### src/rtl/annun_pkg.sv
`timescale 1ns/1ps
package annun_pkg;
  typedef enum logic [1:0] {
    ST_IDLE     = 2'd0,
    ST_ALERT    = 2'd1,
    ST_ACKED    = 2'd2,
    ST_RINGBACK = 2'd3
  } ann_state_t;

  typedef enum logic [1:0] {
    LAMP_OFF    = 2'b00,
    LAMP_STEADY = 2'b01,
    LAMP_SLOW   = 2'b10,
    LAMP_FAST   = 2'b11
  } lamp_mode_t;

  // Phase transition; a field change takes priority over the pushbuttons.
  function automatic ann_state_t next_state(ann_state_t s, logic alm,
                                            logic ackb, logic clrb);
    ann_state_t n;
    n = s;
    case (s)
      ST_IDLE:     if (alm) n = ST_ALERT;
      ST_ALERT:    if (!alm) n = ST_RINGBACK; else if (ackb) n = ST_ACKED;
      ST_ACKED:    if (!alm) n = ST_RINGBACK;
      ST_RINGBACK: if (alm) n = ST_ALERT; else if (clrb) n = ST_IDLE;
      default:     n = ST_IDLE;
    endcase
    return n;
  endfunction

  function automatic lamp_mode_t mode_of(ann_state_t s);
    case (s)
      ST_ALERT:    return LAMP_FAST;
      ST_ACKED:    return LAMP_STEADY;
      ST_RINGBACK: return LAMP_SLOW;
      default:     return LAMP_OFF;
    endcase
  endfunction

  // Square wave level: high during every odd half-period.
  function automatic logic level_at(int unsigned cnt, int unsigned half);
    return ((cnt / half) % 2) == 1;
  endfunction
endpackage

### src/rtl/annun_fsm.sv
`timescale 1ns/1ps
module annun_fsm
  import annun_pkg::*;
(
  input  logic       clk,
  input  logic       rst_n,
  input  logic       sig_alarm,
  input  logic       ack,
  input  logic       clr,
  output ann_state_t state
);
  ann_state_t st_q;

  always_ff @(posedge clk) begin
    if (!rst_n) st_q <= ST_IDLE;
    else        st_q <= next_state(st_q, sig_alarm, ack, clr);
  end

  assign state = st_q;
endmodule

### src/rtl/annun_flash.sv
`timescale 1ns/1ps
module annun_flash
  import annun_pkg::*;
#(
  parameter int unsigned SLOW_HALF  = 16,
  parameter int unsigned FAST_RATIO = 4
)(
  input  logic clk,
  input  logic rst_n,
  output logic slow_lvl,
  output logic fast_lvl
);
  localparam int unsigned PERIOD    = 2 * SLOW_HALF;
  localparam int unsigned FAST_HALF = (SLOW_HALF / FAST_RATIO > 0) ? SLOW_HALF / FAST_RATIO : 1;
  localparam int unsigned CW        = (PERIOD > 2) ? $clog2(PERIOD) : 1;

  logic [CW-1:0] cnt_q;

  always_ff @(posedge clk) begin
    if (!rst_n)                         cnt_q <= '0;
    else if (cnt_q == CW'(PERIOD - 1))  cnt_q <= '0;
    else                                cnt_q <= cnt_q + 1'b1;
  end

  assign slow_lvl = level_at(32'(cnt_q), SLOW_HALF);
  assign fast_lvl = level_at(32'(cnt_q), FAST_HALF);
endmodule

### src/rtl/annun_out.sv
`timescale 1ns/1ps
module annun_out
  import annun_pkg::*;
(
  input  ann_state_t state,
  input  logic       slow_lvl,
  input  logic       fast_lvl,
  output logic [1:0] lamp_mode,
  output logic       alarm_hooter,
  output logic       ringback_hooter,
  output logic       lamp_drive
);
  lamp_mode_t mode;

  always_comb begin
    mode = mode_of(state);
    case (mode)
      LAMP_STEADY: lamp_drive = 1'b1;
      LAMP_SLOW:   lamp_drive = slow_lvl;
      LAMP_FAST:   lamp_drive = fast_lvl;
      default:     lamp_drive = 1'b0;
    endcase
  end

  assign lamp_mode       = mode;
  assign alarm_hooter    = (state == ST_ALERT);
  assign ringback_hooter = (state == ST_RINGBACK);
endmodule

### src/rtl/annun_seq.sv
`timescale 1ns/1ps
module annun_seq
  import annun_pkg::*;
#(
  parameter int unsigned SLOW_HALF  = 16,
  parameter int unsigned FAST_RATIO = 4
)(
  input  logic       clk,
  input  logic       rst_n,
  input  logic       sig_alarm,
  input  logic       ack,
  input  logic       clr,
  output logic [1:0] lamp_mode,
  output logic       alarm_hooter,
  output logic       ringback_hooter,
  output logic       lamp_drive
);
  ann_state_t state;
  logic       slow_lvl;
  logic       fast_lvl;

  annun_fsm u_fsm (
    .clk(clk), .rst_n(rst_n), .sig_alarm(sig_alarm), .ack(ack), .clr(clr),
    .state(state)
  );

  annun_flash #(.SLOW_HALF(SLOW_HALF), .FAST_RATIO(FAST_RATIO)) u_flash (
    .clk(clk), .rst_n(rst_n), .slow_lvl(slow_lvl), .fast_lvl(fast_lvl)
  );

  annun_out u_out (
    .state(state), .slow_lvl(slow_lvl), .fast_lvl(fast_lvl),
    .lamp_mode(lamp_mode), .alarm_hooter(alarm_hooter),
    .ringback_hooter(ringback_hooter), .lamp_drive(lamp_drive)
  );
endmodule

### config.mk
export PLATFORM = sky130hd
export DESIGN_NAME = annun_seq
export DESIGN_NICKNAME = d
export VERILOG_FILES = /design/src/rtl/annun_pkg.sv /design/src/rtl/annun_fsm.sv /design/src/rtl/annun_flash.sv /design/src/rtl/annun_out.sv /design/src/rtl/annun_seq.sv
export SDC_FILE = /design/constraint.sdc
export NUM_CORES = 1
export LEC_CHECK = 0
export BUFFER_PORTS_ARGS = -buffer_cell sky130_fd_sc_hd__buf_2
export CORE_AREA = 5 5 42 44
export CTS_CLUSTER_DIAMETER = 80
export DETAILED_ROUTE_END_ITERATION = 8
export DIE_AREA = 0 0 47 49
export GPL_ROUTABILITY_DRIVEN = 0
export PLACE_DENSITY_LB_ADDON = 0.3
export SLEW_MARGIN = 20
export SYNTH_ARGS = -nofsm -noshare
export SYNTH_HDL_FRONTEND = slang
export SYNTH_SLANG_ARGS = --single-unit
### constraint.sdc
create_clock -name clk -period 1.5 [get_ports clk]
set_clock_uncertainty 0.05 [all_clocks]
set_input_delay 0.15 -clock clk [delete_from_list [all_inputs] [get_ports clk]]
set_output_delay 0.15 -clock clk [all_outputs]
set_load 0.01 [all_outputs]
**Word level (Yosys, flattened, before mapping)**

Index checks and enable logic that the tools add are counted.

- Register bits after elaboration: 7
- Bits in latches: 0
- Bits in writable memories: 0
- Memory bits (read-only): 0
- Bits of input ports: 5
- Memories: 0

- Add/subtract/negate cells: 1
- Multiply operators: 0
- Divide/modulo/power cells: 0
- Order comparisons: 0
- Eq/ne operators: 11
- Shift operators: 0
- Mux-type cells: 9
- Bitwise operators: 1
- Reduce and logical (&&, ||, !) cells: 3

Operator list:

| operator | number |
|---|---|
| $mux W2 | 6 |
| $eq A2 B2 Y1 const B | 4 |
| $pmux W2 S4 | 1 |
| $ne A3 B3 Y1 const B | 2 |
| $pmux W2 S3 | 1 |
| $add A5 B1 Y5 const B | 1 |
| $eq A5 B5 Y1 const B | 1 |
| $eq A2 B1 Y1 const B | 2 |
| $ne A2 B2 Y1 const B | 2 |
| $reduce_and A4 Y1 | 1 |
| $pmux W1 S3 | 1 |
| $logic_not A2 Y1 | 1 |
| $reduce_or A2 Y1 | 1 |
| $not A1 Y1 | 1 |

**Logic depth before layout (Yosys ltp)**

Gate-level depths: netlist of the first run.

- Depth in word-level cells: 4
- Depth in mapped cells: 6

**Cells and area by module**

Synthesis of the first run repeated with hierarchy kept, for this count alone.

- Cell total of the unflattened synthesis: 50
- Area, all modules: 470.5 um2

Modules (own cells, without submodules):

| module | instances | cells an instance | area an instance (um2) | sequential area each (um2) |
|---|---|---|---|---|
| annun_flash | 1 | 20 | 201.4 | 100.1 |
| annun_fsm | 1 | 20 | 188.9 | 40.0 |
| annun_out | 1 | 10 | 80.1 | 0.0 |

**Least setup slack after synthesis of the first run**

OpenSTA, ideal clock, no wires.

- Path kind: register to register
- From: reg u_fsm.st_q[1], in the netlist u_fsm.state[1]
- To: reg u_fsm.st_q[1], in the netlist u_fsm.state[1]
- Library setup time: 114 ps
- Arrival time: 1271 ps
- Data required time: 1336 ps
- Path slack: 64 ps
- Cell stages (with the launch flop): 7
- Clock period less this slack: 1436 ps
- Path through: dfxtp_1 -> inv_1 -> ha_1 -> nand2b_1 -> a32oi_2 -> mux2i_1 -> nor2_1

- Longest elaborated chain between the ends: 3
- Elaborated cells on any way between the ends: 10
- Classes of those cells: 7 x eq/ne; 1 x mux; 2 x reduce/logical

Ends and longest elaborated chain:

| item | RTL line | text |
|---|---|---|
| from (decl) | annun_fsm.sv:12 | `ann_state_t st_q;` |
| from (signal assigned) | annun_fsm.sv:16 | `else st_q <= next_state(st_q, sig_alarm, ack, clr);` |
| $eq A2 B1 Y1 (*) | n/a |  |
| via alarm_hooter | annun_seq.sv:14 | `output logic alarm_hooter,` |
| $ne A3 B3 Y1 (no source line) | n/a |  |
| $reduce_and A4 Y1 (no source line) | n/a |  |

Mark *: on every way through the listed nets, which the timed path passes. The rest lies on a longest branch.
A chain may end at the register's enable or synchronous reset.

**Worst setup path in the final report of the first run**

- From: reg u_fsm.st_q[1], in the netlist u_fsm.state[1]
- To: out lamp_mode[1]

- Longest elaborated chain between the ends: 2
- Elaborated cells on any way between the ends: 4
- Classes of those cells: 3 x eq/ne; 1 x mux

Ends and longest elaborated chain:

| item | RTL line | text |
|---|---|---|
| $eq A2 B2 Y1 or $eq A2 B1 Y1 (tied branches) | annun_pkg.sv:33 | `case (s)` |
| $pmux W2 S3 (*) | annun_pkg.sv:33 |  |
| to (decl) | annun_seq.sv:13 | `output logic [1:0] lamp_mode,` |

Every way passes the cells marked *; elsewhere a longest branch is shown, timed or not.

==> impl_metrics.yaml, run 1 <==
status:
  run_status: "complete, but fails checks"
  violations_in_the_final_reports: "negative setup slack"
synthesis:
  seq_area_frac_synth: 0.333
  yosys.area.top_type: "sky130_fd_sc_hd__dfxtp_1"
  synth_edf_count: 0
  synthesis.nets: 58
  netlist.area_leader.share: 0.333
  synth_async_sr_flop_share: 0
  synthesis.yosys.warnings: 0
  syn-mean-instance-area_um2: 9.55
  yosys-top-cells-count: "sky130_fd_sc_hd__ha_1, sky130_fd_sc_hd__dfxtp_1, sky130_fd_sc_hd__nor2_1, sky130_fd_sc_hd__inv_1, sky130_fd_sc_hd__nand2b_1"
  mappedNetlistArea_um2: 420
  yosys.cell_types.count: 17
  dominantRegCellSynth: "sky130_fd_sc_hd__dfxtp_1"
  synth.area.top_cells: "sky130_fd_sc_hd__dfxtp_1, sky130_fd_sc_hd__ha_1, sky130_fd_sc_hd__nor2_1"
  synthMostInstantiatedCell: "sky130_fd_sc_hd__ha_1"
  postSynthRegisterBits: 7
  syn-instance-count: 44
floorplan:
  die_w_um: 47
  core_area_um2: 1400
  rows: 14
  start_util: 0.300
  die_y_um: 49
  floorplan.die_area_um2: 2300
  design.portCount: 10
cells_and_area:
  antennaDiodeCount: 0
  areaGrowthSynthToFinish_pct: 41.1
  finish.net_count: 74
  multiInputGateArea_um2: 304
  final_core_utilization: 0.423
  register_cell_area_after_layout_um2: 145
  nFillCells: 140
  post-route-cell-area_um2: 593
  drive_above_1_share: 0.458
worst_setup_path:
  worstSetupEndpointType: "output port"
  worst-setup-path-type: "reg2out"
  critical-path-slowest-cell: "sky130_fd_sc_hd__dfxtp_4"
  critical_path.cell_chain: "buf_6 > ha_2 > or2_2 > buf_6"
  cp_data_arrival_time_ns: 1.32
  critical_path.top_delay_family: "flip-flops"
  r2r_slack_ns: 0.06
  cpMostUsedCell: "sky130_fd_sc_hd__buf_6"
  worst-path-buf-inv: 2
  worst_path_largest_cell_delay_ns: 0.36
  required_ns: 1.30
  start_kind: "register"
  crit_path_max_fanout: 4
placed_design:
  count_of_input_and_output_buffers: 9
  place.detailed.hpwl_um: 582
  detailed_place.area_um2: 500
grt:
  groute.usage.overall: 0.0753
  globalRoute.totalOverflow: 0
  wire_length_of_the_first_global_routing_pass_um: 1300
  grt_max_degree: 7
  vias_in_the_first_global_route: 358
  initial_antenna_violation_count: 0
power:
  clock_power_share: 0.176
  design_power_total_mw: 0.939
  power_density_nw_per_um2: 1580
  power_leakage_nw: 0.274
  vdd.ir_drop.worst_v: 0.000509
  intPower_mw: 0.578
  share_comb_of_total_power: 0.528
  power.sequential.fraction: 0.296
  switching_power_mw: 0.362
  switching_fraction: 0.385
routing:
  ant_nets: 0
  route.final.wire_length_um: 767
  avgViaCountPerCell: 4.52
  drt-initial-drc-count: 2
  post_drt_wl_per_cell_um: 10.2
  routed-via-count: 339
  drt_drc_violations_left: 0
  drt_pass1_iterations: 2
cts:
  cts.clk_slew.worst_paths_ns: 0.05
  cts_made_buffers: 3
  clock_path_buffers: 2
  clock_tree.htree_level_count: 1
  ctsRootBufferMaster: "sky130_fd_sc_hd__clkbuf_4"
  clock_latency_ns: 0.24
  ctsHoldBuffers: 0
  tritoncts: "done"
  numClockSinks: 7
timing:
  layout_min_cycle_time_ns: 1.52
  timing.final.ws_setup_ns: -0.0178
  grt_setup_unrepaired: "yes"
  finalCritPeriodShare: 1.01
  worst_slew_margin_relative_to_its_limit: 0.843
  final-setup-viol-count: 1
  worstMarginPinSlew_ns: 0.233
  finalHoldWorstSlack_ns: 0.113
  timing_hold_violations_final: 0
  maximum_achievable_frequency_ghz: 0.659
  timing_max_transition_violations_final: 0
job:
  drv_cap: 0
hold_path:
  holdCritPathClass: "in2reg"
-- worst paths after layout --
check | startpoint | cells past startpoint | end
worst min register to register | u_flash.cnt_q[0]$_SDFF_PP0_ | 1 | u_flash.cnt_q[0]$_SDFF_PP0_
worst max register to register | u_fsm.state[0]$_SDFFE_PN0P_ | 6 | u_fsm.state[0]$_SDFFE_PN0P_
worst min-delay path | rst_n | 3 | u_fsm.state[0]$_SDFFE_PN0P_
worst max-delay path | u_fsm.state[1]$_SDFFE_PN0P_ | 4 | lamp_mode[1]
-- timing repair --
action                                  CTS  global route
endpoints found under the setup margin    2             5
pin swaps                                 1             2
setup buffers                             0             0
hold endpoints to repair                  0             0
gates resized for setup                   4            13
-- kinds of logic after synthesis --
family,share of synthesized area
AND/OR/NAND/NOR,0.164
adder cells (fa/ha/maj),0.268
flip-flops,0.333
buffers and inverters,0.0536
AO/OA/AOI/OAI,0.0893
XOR/XNOR,0.0417
multiplexers,0.0506
-- routing by layer --
layer	routed length [um]	track usage	vias up
met1	289	0.0811	154
met5	0	0	-
met2	411	0.124	9
met4	0	0.0415	0
met3	66	0.0221	0
li1	-	-	176
-- cell type report --
| class | count | share of cell area |
|---|---|---|
| Clock buffer | 4 | 0.0443 |
| Inverter | 6 | 0.0464 |
| Multi-Input combinational cell | 31 | 0.513 |
| Sequential cell | 7 | 0.245 |
| Tap cell | 16 | 0.0338 |
| Timing Repair Buffer | 11 | 0.118 |
-- state kept, by name (all words and copies together), names as in the netlist --
name,count
u_fsm.state,2
u_flash.cnt_q,5
-- cells in the final DEF (no fill, tap or decap), drive strengths merged --
cell	Yosys	layout
a211oi	1	1
a21oi	1	1
a221oi	1	1
a32oi	1	1
and3	1	1
buf	0	11
clkbuf	0	4
dfxtp	7	7
ha	9	9
inv	6	6
mux2	1	1
mux2i	1	1
nand2b	3	3
nand3	1	1
nor2	7	7
nor4	1	1
or2	1	1
xnor2	1	1
xor2	1	1
-- per-stage QoR --
| stage | setup TNS [ns] | cells | setup slack, ns |
|---|---|---|---|
| after global placement | 0 | 71 | 0.00460 |
| after global routing | -0.212 | 75 | -0.0658 |
| after CTS | -0.0594 | 75 | -0.0243 |
| after detailed placement | 0 | 71 | 0.0150 |
| after floorplan | 0 | 44 | 0.0641 |
| final | -0.0178 | 75 | -0.0178 |
-- worst register-to-register path: cells and delay by family, from the launching register on --
kind,cells,cell delay [ns]
DFF,1,0.42
and+or+nand+nor,1,0.26
AOI/OAI and AO/OA,2,0.20
buffers and inverters,2,0.17
adders and majority gates,1,0.22
-- power by group through the flow --
stage	Clock, mW	Combinational (mW)	Sequential, mW
after global routing	0.188	0.553	0.283
after detailed placement	0	0.398	0.252
after floorplan	0	0.261	0.248
after global placement	0	0.394	0.251
final	0.166	0.496	0.278
after CTS	0.178	0.412	0.253
Power figures use the tool's default switching activity.
==> inputs of run 2 (changes only) <==
--- a/config.mk
+++ b/config.mk
@@ -11,8 +11,9 @@
 export DETAILED_ROUTE_END_ITERATION = 8
 export DIE_AREA = 0 0 47 49
 export GPL_ROUTABILITY_DRIVEN = 0
-export PLACE_DENSITY_LB_ADDON = 0.3
+export PLACE_DENSITY = 0.53
 export SLEW_MARGIN = 20
 export SYNTH_ARGS = -nofsm -noshare
 export SYNTH_HDL_FRONTEND = slang
+export SYNTH_HIERARCHICAL = 1
 export SYNTH_SLANG_ARGS = --single-unit
==> run 2 against run 1 <==
Compared with the run above:
- the flow now finishes without violations
- setup slack better by 0.080 ns
- sequential power is 13% lower
- critical path depth did not move
- clock power hardly changed
- non-clock buffer count is 3 higher
- critical path type unchanged
- fmax is 5.6% higher
- critical endpoint unchanged
- core utilization increased by 3.0 points
- register-to-register slack better by 0.03 ns
==> impl_metrics.yaml, run 2 <==
status:
  run_status: "completed"
cts:
  clock_path_buffers: 2
  ctsRootBufferMaster: "sky130_fd_sc_hd__clkbuf_4"
  cts_made_buffers: 3
  tritoncts: "done"
  cts.clk_slew.worst_paths_ns: 0.05
  clock_tree.htree_level_count: 1
  numClockSinks: 7
  ctsHoldBuffers: 0
  clock_latency_ns: 0.24
synthesis:
  seq_area_frac_synth: 0.298
  synthesis.yosys.warnings: 6
  dominantRegCellSynth: "sky130_fd_sc_hd__dfxtp_1"
  synthesis.nets: 66
  mappedNetlistArea_um2: 470
  yosys-top-cells-count: "sky130_fd_sc_hd__ha_1, sky130_fd_sc_hd__inv_1, sky130_fd_sc_hd__dfxtp_1, sky130_fd_sc_hd__nor2_1"
  yosys.cell_types.count: 19
  postSynthRegisterBits: 7
  synthMostInstantiatedCell: "sky130_fd_sc_hd__ha_1"
  yosys.area.top_type: "sky130_fd_sc_hd__dfxtp_1"
  synth_async_sr_flop_share: 0
  syn-mean-instance-area_um2: 9.41
  synth_edf_count: 0
  syn-instance-count: 50
  synth.area.top_cells: "sky130_fd_sc_hd__dfxtp_1, sky130_fd_sc_hd__ha_1, sky130_fd_sc_hd__inv_1"
  netlist.area_leader.share: 0.298
timing:
  layout_min_cycle_time_ns: 1.44
  finalCritPeriodShare: 0.958
  final-setup-viol-count: 0
  finalHoldWorstSlack_ns: 0.131
  worstMarginPinSlew_ns: 0.226
  worst_slew_margin_relative_to_its_limit: 0.848
  timing_max_transition_violations_final: 0
  maximum_achievable_frequency_ghz: 0.696
  timing_hold_violations_final: 0
routing:
  avgViaCountPerCell: 4.46
  post_drt_wl_per_cell_um: 8.86
  drt_drc_violations_left: 0
  drt_pass1_iterations: 2
  drt-initial-drc-count: 3
  routed-via-count: 375
  ant_nets: 0
  route.final.wire_length_um: 744
grt:
  initial_antenna_violation_count: 0
  groute.usage.overall: 0.0712
  wire_length_of_the_first_global_routing_pass_um: 1220
  vias_in_the_first_global_route: 331
  globalRoute.totalOverflow: 0
  grt_max_degree: 7
cells_and_area:
  largest_register_ffs: 5
  layout.cells.most_common_list: "sky130_fd_sc_hd__buf_2, sky130_fd_sc_hd__nor2_1, sky130_fd_sc_hd__ha_1"
  drive_above_1_share: 0.441
  antennaDiodeCount: 0
  nFillCells: 140
  areaGrowthSynthToFinish_pct: 35.1
  top_register: "u_flash/cnt_q"
  final_core_utilization: 0.454
  finish.net_count: 85
  layoutNonFillerInstCount: 84
  mostFrequentLayoutCell: "sky130_fd_sc_hd__buf_2"
worst_setup_path:
  crit-reg2reg-launch: "u_fsm/state[0]$_SDFFE_PN0P_"
  rr_worst_depth: 7
  start_kind: "register"
  cp_data_arrival_time_ns: 1.24
  required_ns: 1.30
  worst_path_largest_cell_delay_ns: 0.32
  crit_path_max_fanout: 6
  worstSetupEndpointType: "output port"
  critical-path-slowest-cell: "sky130_fd_sc_hd__dfxtp_2"
  worst-setup-path-type: "reg2out"
  startpoint: "u_fsm/state[0]$_SDFFE_PN0P_"
  critical_path.cell_chain: "buf_6 > ha_1 > or2_1 > buf_2"
hold_path:
  hold_path_startpoint: "rst_n"
  holdCritPathClass: "in2reg"
  whs_path_depth: 3
placed_design:
  count_of_input_and_output_buffers: 9
  place.detailed.hpwl_um: 613
  dpl.cell_count: 77
power:
  intPower_mw: 0.596
  clock_power_share: 0.172
  switching_fraction: 0.372
  vdd.ir_drop.worst_v: 0.000519
  power.sequential.fraction: 0.254
  switching_power_mw: 0.353
  design_power_total_mw: 0.949
  share_comb_of_total_power: 0.573
  power_leakage_nw: 0.315
  power_density_nw_per_um2: 1490
floorplan:
  core_area_um2: 1400
  die_y_um: 49
  start_util: 0.336
  floorplan.die_area_um2: 2300
  design.portCount: 10
  rows: 14
  die_w_um: 47
job:
  drv_cap: 0
run 2: power groups by stage:
stage / sequential [mW] / combinational [mW] / clock [mW]
floorplan: 0.264 / 0.266 / 0
global placement: 0.253 / 0.430 / 0
detailed placement: 0.252 / 0.429 / 0
CTS: 0.240 / 0.499 / 0.170
global route: 0.246 / 0.615 / 0.184
finish: 0.241 / 0.544 / 0.163
run 2: cell type report:
| class | instances | area [um^2] | area share |
|---|---|---|---|
| multi-input cells | 35 | 325 | 0.512 |
| repair buffers | 14 | 90.1 | 0.142 |
| clock buffers | 4 | 26.3 | 0.0413 |
| flip-flops and latches | 7 | 144 | 0.226 |
| inverters | 8 | 30.0 | 0.0472 |
| well taps | 16 | 20.0 | 0.0315 |
run 2: cells by family after synthesis:
kind of cell,count (synthesis),share of synthesized area
adder cells (fa/ha/maj),11,0.293
AO/OA/AOI/OAI,4,0.0771
buffers and inverters,8,0.0638
XOR/XNOR,1,0.0186
multiplexers,3,0.0665
AND/OR/NAND/NOR,16,0.184
flip-flops,7,0.298
run 2: path summary, 6_finish.rpt:
check / endpoint / slack [ns]
hold / removal: u_fsm/state[1]$_SDFFE_PN0P_ / 0.13
setup / recovery: lamp_mode[1] / 0.06
hold reg to reg: u_flash/cnt_q[0]$_SDFF_PP0_ / 0.37
setup reg to reg: u_fsm/state[1]$_SDFFE_PN0P_ / 0.09
run 2: per-stage QoR:
step                      setup WS [ns]  TNS [ns]  instance area, um^2
after floorplan                  0.0663         0                  470
after global routing           -0.00411  -0.00411                  636
final                            0.0623         0                  636
after detailed placement         0.0298         0                  551
after CTS                        0.0118         0                  604
after global placement           0.0274         0                  551
run 2: worst max-delay path: cells and delay by family, from the launching register on:
kind / cells / cell delay (ns)
flip-flops: 1 / 0.32
adder cells (fa/ha/maj): 1 / 0.20
buffers and inverters: 2 / 0.27
AND/OR/NAND/NOR: 1 / 0.22
run 2: per-layer routing:
metal / share of wire / wire [um] / GRT usage / vias to the layer above
met4: 0 / 0 / 0.0276 / 0
met5: 0 / 0 / 0 / -
met1: 0.48 / 355 / 0.0903 / 165
li1: - / - / - / 200
met2: 0.42 / 316 / 0.102 / 10
met3: 0.095 / 71 / 0.0332 / 0
run 2: repair_timing:
item                                    CTS  global route
endpoints found under the setup margin    2             4
endpoints found under the hold margin     0             0
resized for setup                         5             9
pin swaps                                 2             5
buffers inserted                          2             1
==> inputs of run 3 (changes only) <==
==> constraint.sdc (replaced) <==
create_clock -name clk -period 1.5 [get_ports clk]
set_clock_uncertainty 0.05 [all_clocks]
set_input_delay 0.075 -clock clk [delete_from_list [all_inputs] [get_ports clk]]
set_output_delay 0.075 -clock clk [all_outputs]
set_load 0.01 [all_outputs]
==> run 3 against run 2 <==
Compared with the run above:
- combinational power is 10% lower
- critical path type is now reg2reg
- critical path depth rose by 1
- clock power increased by 4%
- cell area shrank 3.7%
- flip-flop and latch count is the same
==> impl_metrics.yaml, run 3 (synthesis gave the netlist of run 2 again) <==
power:
  design_power_total_mw: 0.920
  vdd.ir_drop.worst_v: 0.000510
  power_density_nw_per_um2: 1500
  power_leakage_nw: 0.303
worst_setup_path:
  crit_path_max_fanout: 4
  required_ns: 1.57
  start_kind: "register"
  cp_data_arrival_time_ns: 1.52
  crit-reg2reg-launch: "u_fsm/state[1]$_SDFFE_PN0P_"
  critical_path.cell_chain: "buf_4 > ha_1 > mux2_2 > nor4_1 > a211oi_1"
  worst_path_largest_cell_delay_ns: 0.35
  startpoint: "u_fsm/state[1]$_SDFFE_PN0P_"
  worst-setup-path-type: "reg2reg"
  critical-path-slowest-cell: "sky130_fd_sc_hd__dfxtp_4"
  worstSetupEndpointType: "register"
job:
  drv_cap: 0
routing:
  avgViaCountPerCell: 4.63
  post_drt_wl_per_cell_um: 10.7
  route.final.wire_length_um: 880
  drt_drc_violations_left: 0
  drt-initial-drc-count: 5
  routed-via-count: 380
  ant_nets: 0
  drt_pass1_iterations: 2
cts:
  numClockSinks: 7
  ctsRootBufferMaster: "sky130_fd_sc_hd__clkbuf_4"
  cts_made_buffers: 3
  ctsHoldBuffers: 0
  clock_path_buffers: 2
  clock_tree.htree_level_count: 1
  clock_latency_ns: 0.25
  cts.clk_slew.worst_paths_ns: 0.05
  tritoncts: "done"
grt:
  global_route.usage.met1: 0.106
  gr_met3_demand_resource: 0.0443
  grt_max_degree: 7
  initial_antenna_violation_count: 0
  vias_in_the_first_global_route: 337
  wire_length_of_the_first_global_routing_pass_um: 1340
  top_usage_layer: "met1"
  globalRoute.totalOverflow: 0
  met2_usage: 0.0995
  groute.usage.overall: 0.0839
timing:
  finalCritPeriodShare: 0.967
  layout_min_cycle_time_ns: 1.45
  grt_setup_unrepaired: "yes"
  worstMarginPinSlew_ns: 0.270
  maximum_achievable_frequency_ghz: 0.690
  timing_max_transition_violations_final: 0
  final-setup-viol-count: 0
  finalHoldWorstSlack_ns: 0.0487
  timing_hold_violations_final: 0
  worst_slew_margin_relative_to_its_limit: 0.820
  fin_setup_tns_ns: 0
cells_and_area:
  post-route-cell-area_um2: 612
  areaGrowthSynthToFinish_pct: 30.1
  drive_above_1_share: 0.424
  nFillCells: 152
  layout.cells.most_common_list: "sky130_fd_sc_hd__buf_2, sky130_fd_sc_hd__nor2_1, sky130_fd_sc_hd__ha_1"
  finish.net_count: 83
  mostFrequentLayoutCell: "sky130_fd_sc_hd__buf_2"
  antennaDiodeCount: 0
  top_register: "u_flash/cnt_q"
  layoutNonFillerInstCount: 82
  largest_register_ffs: 5
hold_path:
  holdCritPathClass: "in2reg"
  hold_path_startpoint: "rst_n"
floorplan:
  die_y_um: 49
  start_util: 0.336
  floorplan.die_area_um2: 2300
  core_area_um2: 1400
  rows: 14
  design.portCount: 10
  die_w_um: 47
placed_design:
  detailed_place.area_um2: 551
  count_of_input_and_output_buffers: 9
  dpl.cell_count: 77
  place.detailed.hpwl_um: 655
status:
  run_status: "completed"
-- run 3: cell type report --
type / count / area (um^2) / share of cell area
inverter: 8 / 30.0 / 0.0491
tap: 16 / 20.0 / 0.0327
sequential: 7 / 145 / 0.237
multi-input combinational: 35 / 319 / 0.521
timing repair buffer: 12 / 71.3 / 0.117
clock buffer: 4 / 26.3 / 0.0429
-- run 3: repair_timing --
item                       CTS  global route
setup buffers                0             1
cloned                       0             0
resized for setup            1            12
pin swaps                    0             4
setup endpoints to repair    1             5
-- run 3: layer usage --
layer | routed length, um | share of wire
met1 | 395 | 0.45
met2 | 379 | 0.43
met3 | 76 | 0.086
met4 | 28 | 0.032
met5 | 0 | 0
-- run 3: path summary, 6_finish.rpt --
| check | end | slack [ns] | cells after the start |
|---|---|---|---|
| worst max-delay path | u_fsm/state[0]$_SDFFE_PN0P_ | 0.05 | 5 |
| worst min register to register | u_flash/cnt_q[0]$_SDFF_PP0_ | 0.40 | 1 |
| worst max register to register | u_fsm/state[0]$_SDFFE_PN0P_ | 0.05 | 5 |
| worst min-delay path | u_fsm/state[1]$_SDFFE_PN0P_ | 0.05 | 3 |
-- run 3: power by group --
| part | total [mW] | switching (mW) | internal, mW |
|---|---|---|---|
| Sequential | 0.262 | 0.0359 | 0.226 |
| Combinational | 0.488 | 0.257 | 0.231 |
| Clock | 0.170 | 0.0684 | 0.101 |
| Total | 0.920 | 0.361 | 0.559 |
-- run 3: metrics by stage --
stage / setup slack (ns) / util
2_1_floorplan: 0.0663 / -
3_3_place_gp: 0.0583 / 0.393
3_5_place_dp: 0.0278 / 0.393
4_1_cts: 0.0119 / 0.413
5_1_grt: -0.0206 / 0.437
6_report: 0.0501 / 0.437
-- run 3: critical path, delay by kind of cell, from the launching register on --
kind	cells	cell delay, ns
AOI/OAI and AO/OA	1	0.09
DFF	1	0.35
and+or+nand+nor	1	0.25
adders and majority gates	1	0.18
buffers and inverters	1	0.13
muxes	1	0.27
